==> src/rtl/cdt_pkg.sv <==
package cdt_pkg;
  typedef enum logic {
    IRQ_LEVEL = 1'b0,
    IRQ_PULSE = 1'b1
  } irq_style_e;
endpackage

==> src/rtl/cdt_ctrl_reg.sv <==
module cdt_ctrl_reg #(
  parameter int SELW = 2
) (
  input  logic            clk,
  input  logic            rst,
  input  logic            we,
  input  logic [SELW+1:0] wdata,
  output logic [SELW+1:0] ctrl_q,
  output logic [SELW+1:0] ctrl_nxt
);
  localparam logic [SELW+1:0] RST_VAL = {2'b00, {SELW{1'b1}}};

  always_comb begin
    ctrl_nxt = we ? wdata : ctrl_q;
  end

  always_ff @(posedge clk) begin
    if (rst) ctrl_q <= RST_VAL;
    else     ctrl_q <= ctrl_nxt;
  end
endmodule

==> src/rtl/cdt_src_mux.sv <==
module cdt_src_mux #(
  parameter int NSRC = 4,
  parameter int SELW = 2
) (
  input  logic [NSRC-1:0] tick_i,
  input  logic [SELW-1:0] sel,
  output logic            tick_sel
);
  logic [NSRC-1:0] hit;

  genvar g;
  generate
    for (g = 0; g < NSRC; g++) begin : g_src
      assign hit[g] = tick_i[g] && (sel == SELW'(g));
    end
  endgenerate

  assign tick_sel = |hit;
endmodule

==> src/rtl/cdt_down_cnt.sv <==
module cdt_down_cnt #(
  parameter int CNT_W = 8
) (
  input  logic             clk,
  input  logic             rst,
  input  logic             run,
  input  logic             tick,
  input  logic             load_we,
  input  logic [CNT_W-1:0] load_data,
  output logic [CNT_W-1:0] live_q,
  output logic [CNT_W-1:0] reload_q,
  output logic             expire
);
  localparam logic [CNT_W-1:0] ONE = CNT_W'(1);

  logic step;

  assign step   = !load_we && run && tick && (reload_q != '0);
  assign expire = step && (live_q <= ONE);

  always_ff @(posedge clk) begin
    if (rst) begin
      live_q   <= '0;
      reload_q <= '0;
    end else if (load_we) begin
      live_q   <= load_data;
      reload_q <= load_data;
    end else if (expire) begin
      live_q   <= reload_q;
    end else if (step) begin
      live_q   <= live_q - ONE;
    end
  end
endmodule

==> src/rtl/cdt_flag_irq.sv <==
module cdt_flag_irq
  import cdt_pkg::*;
#(
  parameter int SELW = 2
) (
  input  logic            clk,
  input  logic            rst,
  input  logic            expire,
  input  logic            clr,
  input  logic            tick_sel,
  input  logic [SELW-1:0] sel,
  input  irq_style_e      style_nxt,
  output logic            flag_q,
  output logic            irq_q
);
  localparam logic [SELW-1:0] SLOWEST = {SELW{1'b1}};

  logic pulse_q;
  logic flag_d;
  logic pulse_d;
  logic release_now;

  always_comb begin
    release_now = (sel == SLOWEST) ? 1'b1 : tick_sel;
    flag_d      = expire || (flag_q && !clr);
    pulse_d     = expire || (pulse_q && !release_now);
  end

  always_ff @(posedge clk) begin
    if (rst) begin
      flag_q  <= 1'b0;
      pulse_q <= 1'b0;
      irq_q   <= 1'b0;
    end else begin
      flag_q  <= flag_d;
      pulse_q <= pulse_d;
      irq_q   <= (style_nxt == IRQ_PULSE) ? pulse_d : flag_d;
    end
  end
endmodule

==> src/rtl/cdt_timer.sv <==
module cdt_timer
  import cdt_pkg::*;
#(
  parameter int CNT_W = 8,
  parameter int NSRC  = 4,
  localparam int SELW = $clog2(NSRC),
  localparam int CTLW = SELW + 2
) (
  input  logic             clk,
  input  logic             rst,
  input  logic [NSRC-1:0]  tick_i,
  input  logic             ctrl_we,
  input  logic [CTLW-1:0]  ctrl_wdata,
  input  logic             count_we,
  input  logic [CNT_W-1:0] count_wdata,
  input  logic             flag_clr,
  output logic [CTLW-1:0]  ctrl_rdata,
  output logic [CNT_W-1:0] count_rdata,
  output logic             flag_o,
  output logic             irq_o
);
  logic [CTLW-1:0]  ctrl_q;
  logic [CTLW-1:0]  ctrl_nxt;
  logic             tick_sel;
  logic             expire;
  logic [CNT_W-1:0] reload_val;
  irq_style_e       style_nxt;

  cdt_ctrl_reg #(.SELW(SELW)) u_ctrl (
    .clk(clk), .rst(rst), .we(ctrl_we), .wdata(ctrl_wdata),
    .ctrl_q(ctrl_q), .ctrl_nxt(ctrl_nxt)
  );

  cdt_src_mux #(.NSRC(NSRC), .SELW(SELW)) u_mux (
    .tick_i(tick_i), .sel(ctrl_q[SELW-1:0]), .tick_sel(tick_sel)
  );

  cdt_down_cnt #(.CNT_W(CNT_W)) u_cnt (
    .clk(clk), .rst(rst), .run(ctrl_q[SELW+1]), .tick(tick_sel),
    .load_we(count_we), .load_data(count_wdata),
    .live_q(count_rdata), .reload_q(reload_val), .expire(expire)
  );

  assign style_nxt = irq_style_e'(ctrl_nxt[SELW]);

  cdt_flag_irq #(.SELW(SELW)) u_flag (
    .clk(clk), .rst(rst), .expire(expire), .clr(flag_clr),
    .tick_sel(tick_sel), .sel(ctrl_q[SELW-1:0]), .style_nxt(style_nxt),
    .flag_q(flag_o), .irq_q(irq_o)
  );

  assign ctrl_rdata = ctrl_q;
endmodule

==> config.mk <==
export PLATFORM = sky130hd
export DESIGN_NAME = cdt_timer
export DESIGN_NICKNAME = d
export VERILOG_FILES = /design/src/rtl/cdt_pkg.sv /design/src/rtl/cdt_ctrl_reg.sv /design/src/rtl/cdt_src_mux.sv /design/src/rtl/cdt_down_cnt.sv /design/src/rtl/cdt_flag_irq.sv /design/src/rtl/cdt_timer.sv
export SDC_FILE = /design/constraint.sdc
export NUM_CORES = 1
export LEC_CHECK = 0
export BUFFER_PORTS_ARGS = -buffer_cell sky130_fd_sc_hd__buf_2
export CORE_UTILIZATION = 30
export CTS_CLUSTER_SIZE = 24
export DETAILED_ROUTE_END_ITERATION = 10
export SYNTH_ARGS = -nofsm -noshare
export SYNTH_HDL_FRONTEND = slang
export SYNTH_HIERARCHICAL = 1
export SYNTH_SLANG_ARGS = --single-unit
==> constraint.sdc <==
create_clock -name clk -period 2.1 [get_ports clk]
set_input_delay 0.21 -clock clk [delete_from_list [all_inputs] [get_ports clk]]
set_output_delay 0.21 -clock clk [all_outputs]
set_load 0.005 [all_outputs]
==> summary.md <==
| Metric | Value |
|---|---|
| Number of distinct standard cells referenced by the synthesized netlist | `43` |
| Setup repair after global routing missed its margin | `false` |
| Core region area | `0.00380 sq mm` |
| Die W | `66.3 um` |
| Internal power summed over all cells | `704 uW` |
| Total nets after synthesis | `159` |
| Net switching power | `285 uW` |
| Worst Path Required | `2.26 ns` |
| Proportion of synthesized flip-flops having asynchronous set or reset | `0` |
| FMAX | `511 MHz` |
| Die height | `66.3 um` |
| Type of the worst min-delay path | `input pin to flip-flop` |
| Flops & latches, synth | `23` |
| Proportion of power drawn by flip-flops and latches | `0.495` |
| Synth Area per Inst | `9.11 sq um` |
| Number of nets with antenna violations after routing | `0` |
| Type of origin of the critical path | `flip-flop` |
| Number of max-slew violations in the final report | `0` |
| Maximum ir drop on the vdd rail | `0.250 mV` |
| Via count | `1,180` |
| Starting density of the core | `0.326` |
| Post-route met1 wirelength | `1370 um` |
| Detailed placer's ending HPWL | `2210 um` |
| Static Leak | `0.000658 uW` |
| Max Clock Skew | `0.00522 ns` |
| Worst flop-to-flop path endpoint | `u_cnt/live_q[3]$_SDFFE_PP0P_` |
| Cell class contributing the biggest share of worst-path delay | `multiplexers` |
| CTS tree | `done` |
| I/O pin count | `35` |
| Final hold violation count | `0` |
| Maxcap violations | `0` |
| Standard-cell rows | `22` |
| Layout cells sized above 1 | `0.304` |
| Worst setup path category | `flip-flop to flip-flop` |
| End point of the most critical hold path | `u_cnt/reload_q[1]$_SDFFE_PP0P_` |
| Transition time at the pin with the least slew margin | `0.533 ns` |
| Port buffer count | `34` |
| Total clock sinks | `23` |
| Clk pwr share | `0.281` |
| Number of cells produced by synthesis | `136` |
| Startpoint of the most critical register-to-register path | `u_ctrl/ctrl_q[1]$_SDFF_PP1_` |
| Max FO, Critical Path | `11` |
| Power per cell area | `655 mW/mm^2` |
| Met2 wire length | `1390 um` |
| Max H-tree Level | `1` |
| Crit. End Element | `flip-flop` |
| Final worst-path setup slack | `0.145 ns` |
| Clk pin slew, worst setup/hold paths | `0.08 ns` |
| CP Buf/Inv Count | `1` |
| Area of the die | `0.00439 sq mm` |
| Leading cell types in the layout, fill and taps excluded | `buf_2 (34), dfxtp_1 (23), nor2_1 (15)` |
| Top_reg_cell synth | `dfxtp_1` |
| Run status | `finished, final reports clean` |
| Worst Hold Launch | `count_wdata[1]` |
| Weighted congestion reported at the end of routability-driven placement | `0.826` |
| Root Buffer | `clkbuf_8` |
| NumNets Final | `195` |
| Number of antenna violations at the first check in global routing | `0` |
| Wire length of the first global-routing pass | `5030 um` |
| Met3 Routed Length | `182 um` |
| Placement-stage worst setup slack | `0.159 ns` |
| Ratio of final minimum period to clock period | `0.931` |
| # setup viols final | `0` |
| GR Util All Layers | `0.148` |
| Clock network latency to the later pin of the worst-skew pair | `0.27 ns` |
| Depth of the most critical reg-to-reg path | `6` |
| Total gr overflow | `0` |
| Area used by multi-input combinational logic | `737 sq um` |
| Non-Filler Cell Area, Final | `0.00151 sq mm` |
| Post-CTS setup buffer count | `0` |
| Pin count of the biggest net entering global routing | `25` |
| Hold buffer count at cts | `0` |
| Count of inserted antenna diode cells | `0` |
| Tightest slew margin relative to the limit | `0.641` |
| Drt initial violations | `90` |
| Critical Path AT | `2.12 ns` |
| Warning count from the yosys run | `6` |
| Number of global-route vias before repair | `1,100` |
| Minimum period implied by the final worst setup slack | `1.96 ns` |
| DR vias/cell | `5.39` |
| Total of fill cells in the finished design | `410` |
| Number of enable-type register cells in the synthesized netlist | `0` |
| Sum of negative setup slack | `0 ns` |
| Post-Route WL | `2960 um` |
| Worst path cell trace | `mux4_2, nand3b_1, a21oi_1, buf_4, mux2i_1, a221o_1` |
| Placed Area | `0.00147 sq mm` |
| Number of remaining DRC errors | `0` |
| Worst-case register-to-register setup slack | `0.14 ns` |
| Highest-delay cell along the critical path | `mux4_2` |
| Combinational share of power | `0.225` |
| Uppermost signal routing layer after detailed routing | `met4` |
| Buffer depth of the longest clock path | `2` |
| Number of clock buffers inserted by TritonCTS | `3` |
| Number of iterations in the first detailed-routing pass | `4` |
| Most frequent standard cell in the layout excluding fill and tap cells | `buf_2` |
| Synthesis-to-finish area growth | `21.9%` |
| Slowest cell delay on critical path | `0.55 ns` |
| Path length in cells of the critical path | `6` |
| Cell depth of the worst hold path | `3` |
| Average wire length per cell after detail routing | `13.5 um` |
| Portion of the post-synthesis area used by sequential elements | `0.372` |
| Post-synthesis instance area | `0.00124 sq mm` |
| Total area of sequential cells | `460 sq um` |
| Count of cells resized by post-cts repair | `0` |
| Fraction of power spent switching nets | `0.288` |
cell families after synthesis:
logic type,share of synthesized area
adder cells (fa/ha/maj),0.0202
flip-flops,0.372
XOR/XNOR,0.0212
AO/OA/AOI/OAI,0.180
AND/OR/NAND/NOR,0.240
multiplexers,0.133
buffers and inverters,0.0333
cell type report:
type                       count  area share
multi-input combinational    102       0.488
sequential                    23       0.305
timing repair buffer          36       0.123
tap                           48      0.0398
clock buffer                   4      0.0298
inverter                       6      0.0149
Yosys cell counts (3+ instances only):
master | count | area, sq um
nor2b_1 | 6 | 37.5
nor2_1 | 15 | 56.3
clkbuf_1 | 3 | 11.3
o21ai_0 | 3 | 15.0
o31ai_1 | 3 | 22.5
a22oi_1 | 3 | 22.5
nor3_1 | 4 | 20.0
nand2b_1 | 4 | 25.0
a31oi_1 | 4 | 25.0
dfxtp_1 | 23 | 460
nor4_1 | 3 | 18.8
inv_1 | 6 | 22.5
mux2i_1 | 9 | 90.1
a21oi_1 | 7 | 35.0
per-stage QoR:
step           power (uW)  utilization  hold WS (ns)  instances
2_1_floorplan         647            -         0.279        136
3_3_place_gp          716        0.386         0.471        215
3_5_place_dp          721        0.386         0.480        215
4_1_cts               998        0.398         0.202        219
5_1_grt              1050        0.398         0.212        219
6_report              989        0.398         0.200        219
tightest hold or removal path: stages:
cell and delay (ns):
buf_2 0.08, mux2i_1 0.06, nor2_1 0.08
worst max-delay path by stage:
stage                                           start                            to
after floorplan           u_ctrl/ctrl_q[1]$_SDFF_PP1_  u_cnt/live_q[1]$_SDFFE_PP0P_
after global placement    u_ctrl/ctrl_q[1]$_SDFF_PP1_  u_cnt/live_q[3]$_SDFFE_PP0P_
after detailed placement  u_ctrl/ctrl_q[1]$_SDFF_PP1_  u_cnt/live_q[3]$_SDFFE_PP0P_
after CTS                 u_ctrl/ctrl_q[1]$_SDFF_PP1_  u_cnt/live_q[3]$_SDFFE_PP0P_
after global routing      u_ctrl/ctrl_q[1]$_SDFF_PP1_  u_cnt/live_q[3]$_SDFFE_PP0P_
final                     u_ctrl/ctrl_q[1]$_SDFF_PP1_  u_cnt/live_q[3]$_SDFFE_PP0P_
registers in the layout, summed over array words and instances, names as in the netlist:
name and flops:
u_flag/pulse_q 1, u_flag/flag_q 1, u_ctrl/ctrl_q 4, u_cnt/reload_q 8
u_flag/irq_q 1, u_cnt/live_q 8
power groups by stage:
stage / clock (uW) / combinational (uW) / sequential, uW
final: 278 / 222 / 489
after global routing: 309 / 247 / 494
after CTS: 285 / 223 / 489
after detailed placement: 0 / 221 / 500
after global placement: 0 / 218 / 498
after floorplan: 0 / 153 / 494
metal layers:
metal | up-vias | global-route usage
met3 | 3 | 0.0328
met1 | 563 | 0.194
met2 | 40 | 0.245
met4 | 0 | 0.0319
met5 | - | 0
li1 | 574 | -
No activity file was read; power rests on OpenSTA's default activity.
